===== config.mk =====
export PLATFORM = sky130hd
export DESIGN_NAME = i2c_readback_slave
export DESIGN_NICKNAME = d
export VERILOG_FILES = /design/src/rtl/i2c_rb_pkg.sv /design/src/rtl/i2c_rb_sync.sv /design/src/rtl/i2c_rb_cond.sv /design/src/rtl/i2c_rb_txmux.sv /design/src/rtl/i2c_readback_slave.sv
export SDC_FILE = /design/constraint.sdc
export NUM_CORES = 1
export LEC_CHECK = 0
export BUFFER_PORTS_ARGS = -buffer_cell sky130_fd_sc_hd__buf_2
export CORE_UTILIZATION = 59
export DETAILED_ROUTE_END_ITERATION = 7
export PLACE_DENSITY = 0.86
export SLEW_MARGIN = 15
export SYNTH_ARGS = -nofsm -noshare
export SYNTH_HDL_FRONTEND = slang
export SYNTH_SLANG_ARGS = --single-unit

===== constraint.sdc =====
create_clock -name clk -period 6.7 [get_ports clk]
set_clock_uncertainty 0.2 [all_clocks]
set_input_delay 0 -clock clk [delete_from_list [all_inputs] [get_ports clk]]
set_output_delay 0 -clock clk [all_outputs]
set_load 0.01 [all_outputs]

===== src/rtl/i2c_rb_pkg.sv =====
`timescale 1ns/1ps
package i2c_rb_pkg;

   typedef enum logic [2:0] {
      ST_IDLE,
      ST_RX,
      ST_ACK,
      ST_TX,
      ST_MACK,
      ST_WAIT
   } rb_state_t;

   typedef enum logic [1:0] {
      NX_CTRL,
      NX_TX,
      NX_WAIT
   } rb_next_t;

   localparam int CTRL_SEL_LSB = 1;
   localparam int CTRL_FMT_BIT = 0;

endpackage


===== src/rtl/i2c_rb_sync.sv =====
`timescale 1ns/1ps
module i2c_rb_sync #(
   parameter int STAGES = 2
) (
   input  logic clk,
   input  logic rst_n,
   input  logic line_i,
   output logic line_s,
   output logic rise,
   output logic fall
);
   logic [STAGES-1:0] chain;
   logic              last;

   always_ff @(posedge clk or negedge rst_n) begin
      if (!rst_n) begin
         chain <= '1;
         last  <= 1'b1;
      end else begin
         chain <= {chain[STAGES-2:0], line_i};
         last  <= chain[STAGES-1];
      end
   end

   assign line_s = chain[STAGES-1];
   assign rise   = line_s & ~last;
   assign fall   = ~line_s & last;
endmodule


===== src/rtl/i2c_rb_cond.sv =====
`timescale 1ns/1ps
module i2c_rb_cond (
   input  logic scl_s,
   input  logic scl_rise,
   input  logic sda_rise,
   input  logic sda_fall,
   output logic start_det,
   output logic stop_det
);
   logic scl_steady_high;

   assign scl_steady_high = scl_s & ~scl_rise;
   assign start_det       = sda_fall & scl_steady_high;
   assign stop_det        = sda_rise & scl_steady_high;
endmodule


===== src/rtl/i2c_rb_txmux.sv =====
`timescale 1ns/1ps
module i2c_rb_txmux #(
   parameter int DATA_W = 16,
   parameter int PD_W   = 2,
   parameter int IDX_W  = 2
) (
   input  logic [DATA_W-1:0] word_i,
   input  logic [PD_W-1:0]   pd_i,
   input  logic              with_pd_i,
   input  logic [IDX_W-1:0]  idx_i,
   output logic [7:0]        byte_o
);
   localparam int NB_DATA = DATA_W / 8;

   logic [7:0]       data_bytes [NB_DATA];
   logic [7:0]       pd_byte;
   logic [IDX_W-1:0] didx;

   for (genvar j = 0; j < NB_DATA; j++) begin : g_bytes
      assign data_bytes[j] = word_i[DATA_W-1-8*j -: 8];
   end

   if (PD_W == 8) begin : g_pd_full
      assign pd_byte = pd_i;
   end else begin : g_pd_pad
      assign pd_byte = {pd_i, {(8-PD_W){1'b0}}};
   end

   assign didx = with_pd_i ? idx_i - 1'b1 : idx_i;

   always_comb begin
      byte_o = 8'hFF;
      if (with_pd_i && idx_i == '0) begin
         byte_o = pd_byte;
      end else begin
         for (int j = 0; j < NB_DATA; j++) begin
            if (didx == IDX_W'(j)) byte_o = data_bytes[j];
         end
      end
   end
endmodule


===== src/rtl/i2c_readback_slave.sv =====
`timescale 1ns/1ps
module i2c_readback_slave
   import i2c_rb_pkg::*;
#(
   parameter int         CHANNELS    = 4,
   parameter int         DATA_W      = 16,
   parameter int         PD_W        = 2,
   parameter int         SYNC_STAGES = 2,
   parameter logic [4:0] DEV_ID      = 5'b10011
) (
   input  logic                       clk,
   input  logic                       rst_n,
   input  logic                       scl_i,
   input  logic                       sda_i,
   output logic                       sda_oe,
   input  logic [1:0]                 addr_pin,
   input  logic [CHANNELS*DATA_W-1:0] chan_data,
   input  logic [PD_W-1:0]            pd_mode
);
   localparam int NB_DATA = DATA_W / 8;
   localparam int NB_MAX  = NB_DATA + 1;
   localparam int IDX_W   = $clog2(NB_MAX + 1);

   if (DATA_W < 8 || (DATA_W % 8) != 0) begin : g_bad_width
      $error("DATA_W must be a positive multiple of 8");
   end
   if (PD_W < 1 || PD_W > 8) begin : g_bad_pd
      $error("PD_W must lie in 1..8");
   end
   if (CHANNELS < 2 || CHANNELS > 4) begin : g_bad_chan
      $error("CHANNELS must lie in 2..4");
   end
   if (SYNC_STAGES < 2) begin : g_bad_sync
      $error("SYNC_STAGES must be at least 2");
   end

   logic scl_s, scl_rise, scl_fall;
   logic sda_s, sda_rise, sda_fall;
   logic start_det, stop_det;

   i2c_rb_sync #(.STAGES(SYNC_STAGES)) u_scl_sync (
      .clk(clk), .rst_n(rst_n), .line_i(scl_i),
      .line_s(scl_s), .rise(scl_rise), .fall(scl_fall)
   );

   i2c_rb_sync #(.STAGES(SYNC_STAGES)) u_sda_sync (
      .clk(clk), .rst_n(rst_n), .line_i(sda_i),
      .line_s(sda_s), .rise(sda_rise), .fall(sda_fall)
   );

   i2c_rb_cond u_cond (
      .scl_s(scl_s), .scl_rise(scl_rise),
      .sda_rise(sda_rise), .sda_fall(sda_fall),
      .start_det(start_det), .stop_det(stop_det)
   );

   rb_state_t         state;
   rb_next_t          nxt;
   logic [7:0]        shreg;
   logic [2:0]        bitcnt;
   logic              byte_full;
   logic              rx_addr;
   logic              more;
   logic [IDX_W-1:0]  idx;
   logic [1:0]        sel_q;
   logic              fmt_q;
   logic [DATA_W-1:0] snap_word;
   logic [PD_W-1:0]   snap_pd;
   logic              snap_fmt;

   logic [DATA_W-1:0] ch_words [CHANNELS];
   logic [DATA_W-1:0] sel_word;
   logic              addr_hit;
   logic [IDX_W-1:0]  last_idx;
   logic [IDX_W-1:0]  tx_idx;
   logic [7:0]        tx_byte;

   for (genvar k = 0; k < CHANNELS; k++) begin : g_chan
      assign ch_words[k] = chan_data[k*DATA_W +: DATA_W];
   end

   always_comb begin
      sel_word = '0;
      for (int k = 0; k < CHANNELS; k++) begin
         if (sel_q == 2'(k)) sel_word = ch_words[k];
      end
   end

   assign addr_hit = (shreg[7:3] == DEV_ID) && (shreg[2:1] == addr_pin);
   assign last_idx = snap_fmt ? IDX_W'(NB_DATA) : IDX_W'(NB_DATA - 1);
   assign tx_idx   = (state == ST_ACK) ? '0 : idx + 1'b1;

   i2c_rb_txmux #(.DATA_W(DATA_W), .PD_W(PD_W), .IDX_W(IDX_W)) u_txmux (
      .word_i(snap_word), .pd_i(snap_pd), .with_pd_i(snap_fmt),
      .idx_i(tx_idx), .byte_o(tx_byte)
   );

   always_ff @(posedge clk or negedge rst_n) begin
      if (!rst_n) begin
         state     <= ST_IDLE;
         nxt       <= NX_WAIT;
         shreg     <= '0;
         bitcnt    <= '0;
         byte_full <= 1'b0;
         rx_addr   <= 1'b1;
         more      <= 1'b0;
         idx       <= '0;
         sel_q     <= '0;
         fmt_q     <= 1'b0;
         snap_word <= '0;
         snap_pd   <= '0;
         snap_fmt  <= 1'b0;
         sda_oe    <= 1'b0;
      end else if (start_det) begin
         state     <= ST_RX;
         nxt       <= NX_WAIT;
         bitcnt    <= '0;
         byte_full <= 1'b0;
         rx_addr   <= 1'b1;
         more      <= 1'b0;
         sda_oe    <= 1'b0;
      end else if (stop_det) begin
         state     <= ST_IDLE;
         bitcnt    <= '0;
         byte_full <= 1'b0;
         more      <= 1'b0;
         sda_oe    <= 1'b0;
      end else begin
         case (state)
            ST_RX: begin
               if (scl_rise) begin
                  shreg  <= {shreg[6:0], sda_s};
                  bitcnt <= bitcnt + 1'b1;
                  if (bitcnt == 3'd7) byte_full <= 1'b1;
               end else if (scl_fall && byte_full) begin
                  byte_full <= 1'b0;
                  if (rx_addr) begin
                     if (addr_hit) begin
                        sda_oe <= 1'b1;
                        state  <= ST_ACK;
                        if (shreg[0]) begin
                           nxt       <= NX_TX;
                           idx       <= '0;
                           snap_word <= sel_word;
                           snap_pd   <= pd_mode;
                           snap_fmt  <= fmt_q;
                        end else begin
                           nxt <= NX_CTRL;
                        end
                     end else begin
                        state <= ST_WAIT;
                     end
                  end else begin
                     sel_q  <= shreg[CTRL_SEL_LSB +: 2];
                     fmt_q  <= shreg[CTRL_FMT_BIT];
                     sda_oe <= 1'b1;
                     nxt    <= NX_WAIT;
                     state  <= ST_ACK;
                  end
               end
            end
            ST_ACK: begin
               if (scl_fall) begin
                  bitcnt <= '0;
                  case (nxt)
                     NX_TX: begin
                        shreg  <= tx_byte;
                        sda_oe <= ~tx_byte[7];
                        state  <= ST_TX;
                     end
                     NX_CTRL: begin
                        sda_oe  <= 1'b0;
                        rx_addr <= 1'b0;
                        state   <= ST_RX;
                     end
                     default: begin
                        sda_oe <= 1'b0;
                        state  <= ST_WAIT;
                     end
                  endcase
               end
            end
            ST_TX: begin
               if (scl_rise) begin
                  bitcnt <= bitcnt + 1'b1;
                  if (bitcnt == 3'd7) byte_full <= 1'b1;
               end else if (scl_fall) begin
                  if (byte_full) begin
                     byte_full <= 1'b0;
                     sda_oe    <= 1'b0;
                     state     <= ST_MACK;
                  end else begin
                     shreg  <= {shreg[6:0], 1'b0};
                     sda_oe <= ~shreg[6];
                  end
               end
            end
            ST_MACK: begin
               if (scl_rise) begin
                  if (!sda_s && idx != last_idx) more  <= 1'b1;
                  else                           state <= ST_WAIT;
               end else if (scl_fall && more) begin
                  more   <= 1'b0;
                  idx    <= idx + 1'b1;
                  shreg  <= tx_byte;
                  sda_oe <= ~tx_byte[7];
                  bitcnt <= '0;
                  state  <= ST_TX;
               end
            end
            default: begin
               sda_oe <= 1'b0;
            end
         endcase
      end
   end
endmodule


* Word-level counts from Yosys, hierarchy flattened
Index checks and enable logic that the tools add are counted.
** Storage, ports and cells
- Bits of input ports :: 72
- Output and inout port bits :: 1
- Register bits after elaboration :: 50
** Operators by class
- $add $sub $neg :: 3
- Eq/ne operators :: 44
- Reductions and logical operators :: 34
- Multiplexer cells :: 90
- Bitwise gates (word level) :: 17
** Operators with widths (number)
- $mux 8 :: 11
- $mux 16 :: 4
- $mux 3 :: 19
- $ne 4x4->1 const B :: 9
- $mux 2 :: 17
- $mux 1 :: 32
- $pmux 8 s4 :: 1
- $ne 2x2->1 const B :: 13
- $reduce_and 8->1 :: 2
- $ne 5x4->1 const B :: 3
- $pmux 3 s4 :: 1
- $reduce_bool 2->1 :: 6
- $reduce_bool 4->1 :: 3
- $reduce_and 11->1 :: 1
- $ne 5x5->1 const B :: 2
- $not 1->1 :: 10
- $reduce_and 10->1 :: 1
- $reduce_and 5->1 :: 2
- $pmux 3 s3 :: 1
- $reduce_and 9->1 :: 1
- $logic_not 2->1 :: 4
- $and 1x1->1 :: 7
- $eq 2x1->1 const B :: 3
- $eq 3x2->1 const B :: 2
- other kinds (25) :: 33

* Longest topological paths before layout
Gate-level depths: netlist of the first run.
- Word-level depth :: 14
- Gate-level depth with buffers :: 9

* Cells and area by module
From an unflattened synthesis of the first run, not the netlist that was laid out.
** Unflattened totals
- Cell total of the unflattened synthesis :: 264
- Area, all modules :: 3191.8 sq um
** By module, submodules not included
- i2c_readback_slave :: instances 1, area each 2770.2 sq um, cells an instance 225
- i2c_rb_txmux :: instances 1, area each 216.5 sq um, cells an instance 27
- i2c_rb_sync :: instances 2, area each 93.8 sq um, cells an instance 5
- i2c_rb_cond :: instances 1, area each 17.5 sq um, cells an instance 2

* Least setup slack after synthesis of the first run
No wires, ideal clock.
- Kind :: reg2reg
- Start point :: register state[0]
- End point :: register sda_oe
- Buffers on the path :: 0
- Clock period less this slack :: 2.611 ns
- Setup time :: 0.104 ns
- Arrival :: 2.308 ns
- Path slack :: 4.089 ns
- Cell stages (with the launch flop) :: 9
- Cell sequence :: dfrtp_1 -> or3b_1 -> nand2_1 -> ha_1 -> nand2_1 -> nor3_1 -> o21bai_1 -> a311o_1 -> a221oi_1
** On the way
- Word-level cells in the longest chain between the ends :: 14
- Elaborated cells between the ends (all ways) :: 31
- Those cells by class :: 1 x add/sub; 13 x eq/ne; 12 x mux; 1 x bitwise; 4 x reduce/logical
** RTL lines
- from (decl) :: line i2c_readback_slave.sv:57 : rb_state_t state;
- from (signal assigned) :: line i2c_readback_slave.sv:100 : state <= ST_IDLE;
- from (signal assigned) :: line i2c_readback_slave.sv:115 : state <= ST_RX;
- from (signal assigned) :: line i2c_readback_slave.sv:123 : state <= ST_IDLE;
- $eq 3x2->1 :: line i2c_readback_slave.sv:91, i2c_readback_slave.sv:129
- $mux 2 :: line i2c_readback_slave.sv:91 : assign tx_idx = (state == ST_ACK) ? '0 : idx + 1'b1;
- $sub 2x1->2 :: line i2c_rb_txmux.sv:29 : assign didx = with_pd_i ? idx_i - 1'b1 : idx_i;
- $mux 2 :: line i2c_rb_txmux.sv:29
- $logic_not 2->1 :: line i2c_rb_txmux.sv:37 : if (didx == IDX_W'(j)) byte_o = data_bytes[j];
- $mux 8 (2 in series) :: line i2c_rb_txmux.sv:37
- $mux 8 :: line i2c_rb_txmux.sv:33 : if (with_pd_i && idx_i == '0) begin
- $not 1->1 :: line i2c_readback_slave.sv:168, i2c_readback_slave.sv:206
- $mux 1, on equally long branches :: line i2c_readback_slave.sv:202, i2c_readback_slave.sv:165
- $mux 1, on equally long branches :: line i2c_readback_slave.sv:199, i2c_readback_slave.sv:163
- $pmux 1 s4 :: line i2c_readback_slave.sv:129 : case (state)
- $mux 1 :: line i2c_readback_slave.sv:122 : end else if (stop_det) begin
- $mux 1 :: line i2c_readback_slave.sv:114 : end else if (start_det) begin
- to (signal assigned) :: line i2c_readback_slave.sv:168 : sda_oe <= ~tx_byte[7];
- to (signal assigned) :: line i2c_readback_slave.sv:194 : sda_oe <= ~shreg[6];
- to (signal assigned) :: line i2c_readback_slave.sv:206 : sda_oe <= ~tx_byte[7];
- to (decl) :: line i2c_readback_slave.sv:15 : output logic sda_oe,
Several ways; a longest one is shown, not always the timed one. The select of a mux whose other input is x is not followed.
A chain may end at the register's enable or synchronous reset.

* Worst setup path after layout of the first run
- Start point :: register state[1]
- End point :: register sda_oe
The elaborated chain is that of the path after synthesis.

==> results, run 1 <==
- The via count of the first global-routing pass is 3233.
- The register share of total power is approximately 40%.
- The layout-stage area growth over the synthesis result is 26.3%.
- The number of hold-slack violations in the final timing report is 0.
- In the synthesized netlist the dominant register cell turns out to be sky130_fd_sc_hd__dfrtp_1.
- The fraction of the yosys area taken by sequential cells is 38.3%.
- The pin count of the biggest net entering global routing is between 50 and 60.
- CTS placed an instance of sky130_fd_sc_hd__clkbuf_8 at the clock tree root.
- In the synthesized netlist the async set-or-reset flop fraction comes to 100%.
- The number of standard cells in the layout, taps in and fillers out is between 400 and 500.
- The die is roughly 77 um wide.
- Buffers inserted during clock tree synthesis total 5.
- The portion of netlist area occupied by mux cells is between 20% and 30%.
- The die is 76.7 um tall.
- The type of the worst setup path is register to register.
- At the worst endpoint, the required time is 6.73 ns.
- The DRC marker count from the first detailed-route iteration is between 300 and 400.
- The buffering stage count on the worst path with inverters included is 0.
- After detailed routing, the number of remaining DRC violations is 0.
- The total grt overflow is 0.
- The number of antenna violations at the first check in global routing is 0.
- The clock slew seen by the registers of the worst setup and hold paths is between 0.1 and 0.15 ns.
- Dividing the detail-routed via count by the number of cells gives between 6 and 7.
- The post-layout net count is roughly 470.
- The synthesized design contains 0 enable-type register cells.
- The setup check on the worst reg-to-reg path leaves a slack of around 3.4 ns.
- The weighted congestion reported at the end of routability-driven placement is 0.946.
- The placement-stage worst setup slack is between 3 and 4 ns.
- The clock insertion delay at the later pin of the skew report is between 0.3 and 0.4 ns.
- The post-route setup TNS is 0 ns.
- The net count after synthesis is about 370.
- The slowest stage of the critical path is the sky130_fd_sc_hd__nor3_1 cell.
- The wire length after detailed routing is 10500 um.
- Measured on the finished design, the core utilization comes to 79.4%.
- The number of input and output port buffers inserted is 72.
- The run finished with clean final reports.
- In this run switching power makes up a little under two fifths of total power.
- By count the netlist is led by sky130_fd_sc_hd__dfrtp_1 (42), sky130_fd_sc_hd__mux2_2 (23), sky130_fd_sc_hd__a21oi_1 (17).
- The slew of the pin with the lowest slew margin is 1.04 ns.
- Traced cell by cell, the critical path runs through or3b_1 -> nand2_1 -> ha_1 -> nand2_1 -> nor3_1 -> o21bai_1 -> a311o_1 -> a221oi_1.
- Internal power comes to about 0.66 mW.
- The worst setup path is launched from a register.
- The number of instances in the synthesized netlist is roughly 290.
- The number of cells after detailed placement is just over 400.
- The synthesized netlist occupies a cell area of roughly 0.0033 mm2.
- The xor and xnor area share after synthesis is about 1.1%.
- The final worst-path cycle share is between 40 and 50%.
- For this run, the slowest stage of the critical path takes 0.80 ns.
- The placement row count is 26.
- The initial utilization of the core area, before any placement, comes to a little over three fifths.
- Of the total synthesized cell area, the portion taken by AND, OR, NAND and NOR gates is roughly an eighth.
- Of the total synthesized cell area, the portion taken by full adders, half adders and majority gates is under 10%.
- On the critical path the largest part of the delay comes from simple AND/OR/NAND/NOR gates.
- CTS saw 50 sinks.
- The mean post-synth cell area is 11.4 um2.
- Setup repair after global routing left no endpoint under its margin.
- After synthesis the netlist holds a flip-flop and latch count of 50.
- The number of failing setup endpoints in the final timing report is 0.
- The post-synthesis cell type count is 64.
- The first global-routing pass estimated 16500 um of wire.
- Across all setup checks in the final design, the least slack found is 3.39 ns.
- The maximum ir drop on the vdd rail is roughly 0.00016 V.
- The warning count from the yosys run is 0.
- Combinational logic is responsible for 37.9% of the overall power.
- For this design the static power due to leakage is 1.87 nW.
- The top-level port count is 73.
- TritonCTS built the clock tree.
- In the post-synthesis netlist, the biggest area contributors are sky130_fd_sc_hd__dfrtp_1 (32%), sky130_fd_sc_hd__mux4_2 (11%), sky130_fd_sc_hd__mux2_2 (7.9%).
- The clock network is responsible for a little over a fifth of the overall power.
- The total half-perimeter wirelength after legalization and detailed placement is 5880 um.
- The H-tree was split into 2 levels.
- The number of search-and-repair iterations in the first detailed-routing pass is 5.
- Summing the areas of all compound-gate instances in the mapped netlist gives a little under a fifth of the synthesized area.
- Cells with a size suffix above 1 make up 38.1% of the layout.
- Static timing analysis puts the maximum clock frequency at between 0.3 and 0.4 GHz.
- The cell type with the highest occurrence count on the critical path is sky130_fd_sc_hd__nand2_1.
- The most numerous cell in the Yosys netlist is sky130_fd_sc_hd__dfrtp_1.
- After synthesis, the largest family of logic cells by area is multiplexers.
- For this run, the total global-route usage over all layers was measured as between 30 and 40%.
- After detailed routing, the average wire length per cell comes to ~23 um.
- The post-route minimum period is ~3.3 ns.
- The power dissipated by switching net loads is approximately 0.40 mW.
- The max-slew headroom at the worst pin is between 30% and 40%.
- The count of pins over their slew limit is 0.
- Of all cell types, the one taking the most synthesized area is sky130_fd_sc_hd__dfrtp_1.
- The residual antenna-violating net count after detailed routing is 0.
- The die covers around 0.0059 mm2.
- The min-delay analysis places its worst path in the category primary input to async pin.
- The kind of end point of the critical path is a register.
- Dividing total power by cell area gives a power density of 253 mW/mm2.
- The portion of synthesized cell area occupied by the leading cell type is between 30% and 40%.
- The max-capacitance violation count is 0.
- The data arrival time of the worst path is between 3 and 4 ns.
- The maximum net fanout on the critical path is 19.
- The count of vias placed by the detailed router is 3074.
- The placeable core area is 0.00524 mm2.
- The maximum count of clock buffers along a single path is 2.
- The number of antenna diodes is 0.
[state kept, by name (all words and copies together) (netlist names), 2 cells and up]
| signal | count |
|---|---|
| idx | 2 |
| state | 3 |
| nxt | 2 |
| shreg | 8 |
| snap_word | 16 |
| sel_q | 2 |
| u_scl_sync.chain | 2 |
| bitcnt | 3 |
| u_sda_sync.chain | 2 |
| snap_pd | 2 |
[worst reg2reg max path, stage by stage (launching register included)]
cell	delay [ns]
sky130_fd_sc_hd__dfrtp_1	0.66
sky130_fd_sc_hd__or3b_1	0.46
sky130_fd_sc_hd__nand2_1	0.10
sky130_fd_sc_hd__ha_1	0.12
sky130_fd_sc_hd__nand2_1	0.06
sky130_fd_sc_hd__nor3_1	0.80
sky130_fd_sc_hd__o21bai_1	0.19
sky130_fd_sc_hd__a311o_1	0.40
sky130_fd_sc_hd__a221oi_1	0.25
[layer usage]
layer	vias up	wire (um)	GRT usage, %
met2	231	5070	62.9
met4	0	804	25.2
met5	-	0	0
li1	1313	-	-
met1	1471	3700	43.2
met3	59	925	7.26
[area by class of cell]
| class | count | area (um2) |
|---|---|---|
| Fill cell | 309 | 1080 |
| Sequential cell | 50 | 1260 |
| Timing Repair Buffer | 112 | 761 |
| Clock inverter | 2 | 37.5 |
| Tap cell | 70 | 87.6 |
| Inverter | 8 | 30.0 |
| Multi-Input combinational cell | 213 | 1910 |
| Clock buffer | 6 | 72.6 |
[power by group through the flow]
stage / Sequential [mW] / Combinational (mW) / Clock [mW]
final: 0.424 / 0.399 / 0.228
after global routing: 0.432 / 0.432 / 0.239
after CTS: 0.417 / 0.381 / 0.219
after detailed placement: 0.422 / 0.362 / 0
after global placement: 0.420 / 0.353 / 0
after floorplan: 0.390 / 0.295 / 0
[metrics by stage]
| step | power, mW | instance area, um2 | hold WS [ns] |
|---|---|---|---|
| floorplan | 0.685 | 3290 | -0.496 |
| global placement | 0.773 | 3660 | -0.0949 |
| detailed placement | 0.784 | 3660 | -0.0937 |
| CTS | 1.02 | 4150 | 0.130 |
| global route | 1.10 | 4160 | 0.112 |
| finish | 1.05 | 4160 | 0.126 |
[what timing repair did]
| item | in CTS | in global routing |
|---|---|---|
| resized for setup | 0 | 0 |
| buffers inserted | 0 | 0 |
| endpoints found under the hold margin | 70 | 0 |
| hold buffers | 37 | 0 |
[logic make-up after synthesis]
logic type,Yosys count
simple gates,67
fa+ha+maj,7
xor+xnor,4
buf+inv,26
compound gates,85
flops,50
mux,50
[final timing paths]
kind | start | endpoint | depth (start not counted)
max | state[1]$_DFFE_PN0P_ | sda_oe$_DFFE_PN0P_ | 8
min | rst_n | sel_q[1]$_DFFE_PN0P_ | 3
max reg2reg | state[1]$_DFFE_PN0P_ | sda_oe$_DFFE_PN0P_ | 8
min reg2reg | u_sda_sync.chain[0]$_DFF_PN1_ | u_sda_sync.chain[1]$_DFF_PN1_ | 0
max in group asynchronous | rst_n | shreg[5]$_DFFE_PN0P_ | 3
min in group clk | scl_i | u_scl_sync.chain[0]$_DFF_PN1_ | 2
[cell usage in the layout (no fill, tap or decap), types with 3 or more instances in the layout]
cell type,instances
sky130_fd_sc_hd__buf_2,72
sky130_fd_sc_hd__dfrtp_1,42
sky130_fd_sc_hd__dlygate4sd3_1,37
sky130_fd_sc_hd__mux2_2,23
sky130_fd_sc_hd__a21oi_1,17
sky130_fd_sc_hd__o21ai_0,16
sky130_fd_sc_hd__mux4_2,16
sky130_fd_sc_hd__nand2_1,15
sky130_fd_sc_hd__o21bai_1,15
sky130_fd_sc_hd__nor2_1,11
sky130_fd_sc_hd__mux2_4,10
sky130_fd_sc_hd__inv_1,8
sky130_fd_sc_hd__dfstp_2,8
sky130_fd_sc_hd__ha_1,7
sky130_fd_sc_hd__nand2b_1,5
sky130_fd_sc_hd__a32o_1,5
sky130_fd_sc_hd__clkbuf_8,5
sky130_fd_sc_hd__xor2_1,4
sky130_fd_sc_hd__nor3_1,4
sky130_fd_sc_hd__or3_1,3
sky130_fd_sc_hd__a21o_1,3
sky130_fd_sc_hd__o21a_1,3
sky130_fd_sc_hd__a31oi_1,3
sky130_fd_sc_hd__nand3b_1,3
sky130_fd_sc_hd__nand3_1,3
sky130_fd_sc_hd__a22o_1,3
sky130_fd_sc_hd__and3_1,3
No activity file was read; power rests on OpenSTA's default activity.
==> inputs of run 2 (changes only) <==
Settings changed: CORE_UTILIZATION 59 to 50, PLACE_DENSITY 0.86 to 0.77.
Clock period 6.7 ns to 3 ns, I/O delays scaled along.
==> run 2 against run 1 <==
Compared with the run above: sequential power increased by 120%; clock power grew 120%; global-route usage fell by 11 points; non-clock buffer count grew 11; wire length down 18%; combinational power increased by 130%; first-iteration DRC count down 34%; sequential share of layout area is 0.73 points lower; cell count rose by 3.9%; die area increased by 18%; highest routed layer unchanged.
==> results, run 2 (synthesized netlist as in run 1, its figures left out) <==
- The pin count of the biggest net entering global routing is 40 (-22%).
- The required time reported for the critical path endpoint is 2.99 ns (-3.74 ns).
- Walking the worst path, the cells encountered are and2b_1 -> nand3_2 -> or3_1 -> nor3_4 -> buf_12 -> mux2_2.
- The number of buffers added to fix hold violations after cts is 37 (unchanged).
- The worst setup path is launched from a register.
- Setup repair after global routing left no endpoint under its margin.
- The cell area power density is 553 mW/mm2 (+120%).
- TritonCTS built the clock tree.
- The post-CTS setup buffer count is 0 (unchanged).
- The flip-flop count of the largest register after layout came to 16 (unchanged).
- The weighted congestion reported at the end of routability-driven placement came to 0.948 (+0.18%).
- The number of input and output port buffers inserted is 72 (unchanged).
- The flow ran to the end, and the final reports show no timing, DRC or antenna violations.
- The delay of the slowest cell on the worst path is 0.66 ns (-0.14 ns).
- Leaving out fill and tap cells, the most frequent cells in the layout are sky130_fd_sc_hd__buf_2 (72), sky130_fd_sc_hd__dfrtp_1 (42), sky130_fd_sc_hd__dlygate4sd3_1 (37).
- The clock insertion delay at the later pin of the skew report was 0.31 ns (about the same).
- The critical-path cell with the highest stage delay is sky130_fd_sc_hd__dfrtp_1.
- Broken down by cell family, the worst path's largest delay share belongs to simple AND/OR/NAND/NOR gates.
- The clock buffer count from CTS is 5 (unchanged).
- The slew of the pin with the lowest slew margin is 0.884 ns (-0.153 ns).
- The placeable core area is 0.00635 mm2 (+21%).
- The max-slew headroom at the worst pin is 41.1% (+11 points).
- Relative to the synthesized area, the layout overhead comes to 29.4%.
- The wire length after detailed routing is 8620 um (-18%).
- The maximum ir drop on the vdd rail is 0.000352 V (+120%).
- The tree is rooted in a sky130_fd_sc_hd__clkbuf_8.
- The critical path is of the register to register type.
- The placement row count is 29 (+12%).
- The H-tree depth is 2 (unchanged).
- The clock slew seen by the registers of the worst setup and hold paths is 0.10 ns (about the same).
- The maximum net fanout on the critical path is 19 (unchanged).
- The total grt overflow was 0 (unchanged).
- The number of antenna diodes was 0 (unchanged).
- The detail-routed via count per cell was 6.04 (-9.4%).
- The commonest non-fill, non-tap cell in the layout is sky130_fd_sc_hd__buf_2.
- The total half-perimeter wirelength after legalization and detailed placement came to 5760 um (-2.0%).
- The effective utilization at floorplan is 51.9% (-11 points).
- The die boundary width is 83.2 um (+8.4%).
- The number of antenna violations at the first check in global routing is 0 (unchanged).
- The count of cells resized by post-cts repair is 0 (unchanged).
- The number of hold-slack violations in the final timing report is 0 (unchanged).
- The post-layout net count is 480 (+2.3%).
- The number of failing setup endpoints in the final timing report was 0 (unchanged).
- The maximum count of clock buffers along a single path is 2 (unchanged).
- The data arrival time of the worst path was 2.79 ns (-0.55 ns).
- The via count of the first global-routing pass is 2963 (-8.4%).
- The timing-limited maximum frequency is 0.357 GHz (+18%).
- The slack of the worst reg-to-reg path came to 0.20 ns (-3.19 ns).
- The number of search-and-repair iterations in the first detailed-routing pass came to 4 (-1).
- The total clock sinks is 50 (unchanged).
- The total die area is 0.00692 mm2 (+18%).
- The path class of the lowest-slack min-delay path is primary input to async pin.
- The utilization after layout came to 67.1% (-12 points).
- The post-route minimum period came to 2.80 ns (-0.508 ns).
- The DRC marker count from the first detailed-route iteration came to 198 (-34%).
- The height of the chip is 83.2 um (+8.4%).
- The count of pins over their slew limit came to 0 (unchanged).
- The register with the most flip-flops is snap_word.
- The DRC violation count after routing is 0 (unchanged).
- The footprint of the flip-flops and latches came to 0.00126 mm2 (unchanged).
- The total global routing track utilization is 26.1% (-11 points).
- The final-layout fill cell count is 444 (+44%).
- The top-level port count is 73 (unchanged).
- The final worst-path cycle share came to 93.4% (+44 points).
- The max-capacitance violation count is 0 (unchanged).
- The fraction of layout cells with a size suffix above 1 came to 39.8% (+1.7 points).
- The average detailed-routed wire length per instance is 18.0 um (-21%).
- The wire length of the first global-routing pass is 14400 um (-13%).
- The count of vias placed by the detailed router was 2895 (-5.8%).
- The post-route setup TNS is 0 ns (unchanged).
- The area of the multi-input gates is 0.00191 mm2 (unchanged).
- STA classifies the critical path endpoint as a register.
- The leakage power figure is 1.94 nW (+3.5%).
- The largest registers in the layout are snap_word x16, shreg x8.
- The buffering stage count on the worst path with inverters included is 1 (+1).
- The residual antenna-violating net count after detailed routing is 0 (unchanged).
-- run 2: cell types whose count changed in the layout (fill, tap and decap cells not counted), sizes merged --
cell / delta
buf: +11
clkbuf: +1
clkinvlp: -1
-- run 2: where the power goes --
part	internal, mW	switching (mW)	leakage (nW)
Combinational	0.463	0.474	1.25
Sequential	0.789	0.133	0.627
Clock	0.272	0.228	0.0585
-- run 2: routing by layer --
| metal | GRT usage, % | vias up | share of wire [%] |
|---|---|---|---|
| met5 | 0 | - | 0 |
| met4 | 7.21 | 0 | 1.9 |
| met3 | 3.78 | 16 | 6.3 |
| met2 | 45.0 | 129 | 50 |
| met1 | 34.4 | 1421 | 42 |
| li1 | - | 1329 | - |
-- run 2: worst reg2reg max path, cell delays in order (launching register included) --
cell	delay [ns]
sky130_fd_sc_hd__dfrtp_1	0.66
sky130_fd_sc_hd__and2b_1	0.39
sky130_fd_sc_hd__nand3_2	0.18
sky130_fd_sc_hd__or3_1	0.44
sky130_fd_sc_hd__nor3_4	0.24
sky130_fd_sc_hd__buf_12	0.20
sky130_fd_sc_hd__mux2_2	0.37
-- run 2: final timing paths --
path	from	depth (start not counted)	endpoint
max	state[0]$_DFFE_PN0P_	6	snap_word[2]$_DFFE_PN0P_
min	rst_n	2	bitcnt[1]$_DFFE_PN0P_
max reg2reg	state[0]$_DFFE_PN0P_	6	snap_word[2]$_DFFE_PN0P_
min reg2reg	u_sda_sync.chain[0]$_DFF_PN1_	0	u_sda_sync.chain[1]$_DFF_PN1_
max in group asynchronous	rst_n	3	rx_addr$_DFFE_PN1P_
min in group clk	sda_i	2	u_sda_sync.chain[0]$_DFF_PN1_
-- run 2: through the flow --
step	cell area [um2]	setup slack, ns	hold slack (ns)	total power, mW	cells
floorplan	3290	0.389	-0.496	1.53	289
global placement	3780	0.329	-0.0937	1.77	434
detailed placement	3780	0.271	-0.0922	1.80	434
CTS	4260	0.253	0.133	2.34	479
global route	4260	0.0845	0.136	2.49	479
finish	4260	0.198	0.138	2.36	479
-- run 2: cell type report --
class | instances | area share [%]
clock inverters | 1 | 0.704
inverters | 8 | 0.704
flip-flops and latches | 50 | 29.6
repair buffers | 123 | 19.9
clock buffers | 7 | 2.03
well taps | 77 | 2.26
multi-input cells | 213 | 44.8
==> inputs of run 3 (changes only) <==
Settings changed: CELL_PAD_IN_SITES_DETAIL_PLACEMENT set to 0, CELL_PAD_IN_SITES_GLOBAL_PLACEMENT set to 1, CORE_UTILIZATION 50 to 39, PLACE_DENSITY 0.77 to not set, PLACE_DENSITY_LB_ADDON set to 0.1.
==> run 3 against run 2 <==
Compared with the run above: clock-buffer cell count unchanged; critical endpoint is now idx[0]$_DFFE_PN0P_; wire length decreased by 4.8%; combinational power about the same.
==> results, run 3 (synthesized netlist as in run 1, its figures left out) <==
- The run finished with clean final reports.
- The data arrival time of the worst path came to 2.82 ns (+0.03 ns).
- The critical-path cell with the highest stage delay is sky130_fd_sc_hd__o311ai_0.
- The maximum count of clock buffers along a single path is 2 (unchanged).
- The number of hold-slack violations in the final timing report was 0 (unchanged).
- The DRC violation count after routing came to 0 (unchanged).
- The count of vias placed by the detailed router was 2771 (-4.3%).
- The leakage power figure came to 1.93 nW (-0.12%).
- The register with the most flip-flops is snap_word.
- The clock buffer count from CTS is 5 (unchanged).
- The maximum net fanout on the critical path was 4 (-15).
- The library cell used most frequently in the layout, excluding fill and tap cells, is sky130_fd_sc_hd__buf_2.
- The post-route minimum period came to 2.82 ns (+0.0165 ns).
- The total half-perimeter wirelength after legalization and detailed placement is 6180 um (+7.1%).
- The type of the worst setup path is register to register.
- The placement row count was 33 (+14%).
- The type of element launching the critical path is a register.
- The wire length of the first global-routing pass came to 13800 um (-3.7%).
- The total global routing track utilization came to 20.4% (-5.7 points).
- The placeable core area was 0.00818 mm2 (+29%).
- The delay of the slowest cell on the worst path is 0.60 ns (-0.06 ns).
- The layout-stage area growth over the synthesis result is 30.2%.
- The die boundary width is 93.9 um (+13%).
- The footprint of the flip-flops and latches was 0.00126 mm2 (unchanged).
- The cell area power density is 527 mW/mm2 (-4.7%).
- In the layout the commonest cells are sky130_fd_sc_hd__buf_2 (72), sky130_fd_sc_hd__dfrtp_1 (42), sky130_fd_sc_hd__dlygate4sd3_1 (37).
- The total clock sinks was 50 (unchanged).
- The count of cells resized by post-cts repair is 0 (unchanged).
- The weighted congestion reported at the end of routability-driven placement is 0.862 (-9.1%).
- The critical path goes through or3b_1 -> or4_4 -> o311ai_0 -> buf_4 -> a21oi_1 -> a41o_1.
- The post-route setup TNS is 0 ns (unchanged).
- The TritonCTS clock tree is done.
- The pin count of the biggest net entering global routing is 28 (-30%).
- The slew of the pin with the lowest slew margin was 0.656 ns (-0.228 ns).
- The top-level port count is 73 (unchanged).
- The effective utilization at floorplan came to 40.3% (-12 points).
- The flip-flop count of the largest register after layout was 16 (unchanged).
- The number of antenna diodes is 0 (unchanged).
- The launch point of the worst reg-to-reg path is shreg[6]$_DFFE_PN0P_.
- The critical path starts at shreg[6]$_DFFE_PN0P_.
- The average detailed-routed wire length per instance is 16.1 um (-10%).
- The number of search-and-repair iterations in the first detailed-routing pass came to 4 (unchanged).
- The number of antenna violations at the first check in global routing is 0 (unchanged).
- Setup repair after global routing left no endpoint under its margin.
- The height of the chip is 93.9 um (+13%).
- The utilization after layout was 52.4% (-15 points).
- The fraction of layout cells with a size suffix above 1 is 40.1% (+0.30 points).
- The area of the multi-input gates was 0.00191 mm2 (unchanged).
- The post-layout net count was 482 (+0.42%).
- The final-layout fill cell count is 756 (+70%).
- The required time reported for the critical path endpoint is 3.00 ns (about the same).
- The path class of the lowest-slack min-delay path is primary input to async pin.
- The number of failing setup endpoints in the final timing report is 0 (unchanged).
- The number of input and output port buffers inserted is 72 (unchanged).
- The H-tree depth came to 2 (unchanged).
- The total grt overflow is 0 (unchanged).
- The DRC marker count from the first detailed-route iteration came to 75 (-62%).
- The wire length after detailed routing is 8210 um (-4.8%).
- The largest registers in the layout are snap_word x16, shreg x8.
- The max-slew headroom at the worst pin is 56.3% (+15 points).
- The residual antenna-violating net count after detailed routing was 0 (unchanged).
- The timing-limited maximum frequency is 0.355 GHz (-0.58%).
- The detail-routed via count per cell is 5.44 (-9.9%).
- The final worst-path cycle share is 94.0% (+0.55 points).
- The total die area is 0.00882 mm2 (+27%).
- The count of pins over their slew limit was 0 (unchanged).
- The via count of the first global-routing pass is 2883 (-2.7%).
- The clock insertion delay at the later pin of the skew report is 0.30 ns (about the same).
- The clock slew seen by the registers of the worst setup and hold paths was 0.10 ns (about the same).
- The max-capacitance violation count was 0 (unchanged).
- STA classifies the critical path endpoint as a register.
- The maximum ir drop on the vdd rail is 0.000196 V (-44%).
- The clock root buffer is sky130_fd_sc_hd__clkbuf_8.
## run 3: cell types whose count changed in the layout (fill, tap and decap cells not counted)
cell and change:
sky130_fd_sc_hd__buf_4 +2, sky130_fd_sc_hd__bufinv_16 -1, sky130_fd_sc_hd__clkinv_2 +1
## run 3: what timing repair did
action / CTS / global route
buffers inserted: 0 / 0
hold endpoints to repair: 43 / 0
hold buffers: 37 / 0
setup endpoints to repair: 0 / 0
## run 3: final timing paths
path,endpoint,slack (ns),cells after the start
setup / recovery,idx[0]$_DFFE_PN0P_,0.18,6
hold / removal,bitcnt[2]$_DFFE_PN0P_,0.006,2
setup reg to reg,idx[0]$_DFFE_PN0P_,0.18,6
hold reg to reg,u_sda_sync.chain[1]$_DFF_PN1_,0.15,0
max in group asynchronous,rx_addr$_DFFE_PN1P_,1.80,3
min in group clk,u_sda_sync.chain[0]$_DFF_PN1_,0.14,2
## run 3: final cells by class
cell class | instances | share of cell area, %
multi-input cells | 213 | 44.6
clock buffers | 7 | 2.01
flip-flops and latches | 50 | 29.4
clock inverters | 1 | 0.117
well taps | 105 | 3.06
repair buffers | 125 | 20.1
inverters | 8 | 0.700
## run 3: power by group
part | switching, mW | total (mW) | internal, mW | leakage [nW]
Sequential | 0.117 | 0.906 | 0.789 | 0.627
Combinational | 0.465 | 0.937 | 0.472 | 1.26
Clock | 0.229 | 0.416 | 0.187 | 0.0482
Total | 0.811 | 2.26 | 1.45 | 1.93
## run 3: worst max-delay path: cells and delay by family, from the launching register on
| kind | cells | cell delay, ns |
|---|---|---|
| AOI/OAI and AO/OA | 3 | 0.88 |
| buffers and inverters | 1 | 0.22 |
| and+or+nand+nor | 2 | 1.00 |
| DFF | 1 | 0.43 |
## run 3: through the flow
step	cells	hold slack (ns)	instance area [um2]	total power, mW	setup slack (ns)
floorplan	289	-0.496	3290	1.53	0.389
global placement	464	-0.178	3830	1.81	0.240
detailed placement	464	-0.170	3830	1.82	0.211
CTS	509	0.0243	4290	2.28	0.197
global route	509	0.0541	4290	2.44	0.159
finish	509	0.00626	4290	2.26	0.181
## run 3: per-layer routing
| metal | vias up | share of wire [%] | track usage [%] |
|---|---|---|---|
| met4 | 0 | 2.6 | 8.21 |
| met3 | 13 | 3.4 | 3.24 |
| met1 | 1339 | 43 | 24.8 |
| met2 | 72 | 51 | 35.7 |
| met5 | - | 0 | 0 |
| li1 | 1347 | - | - |
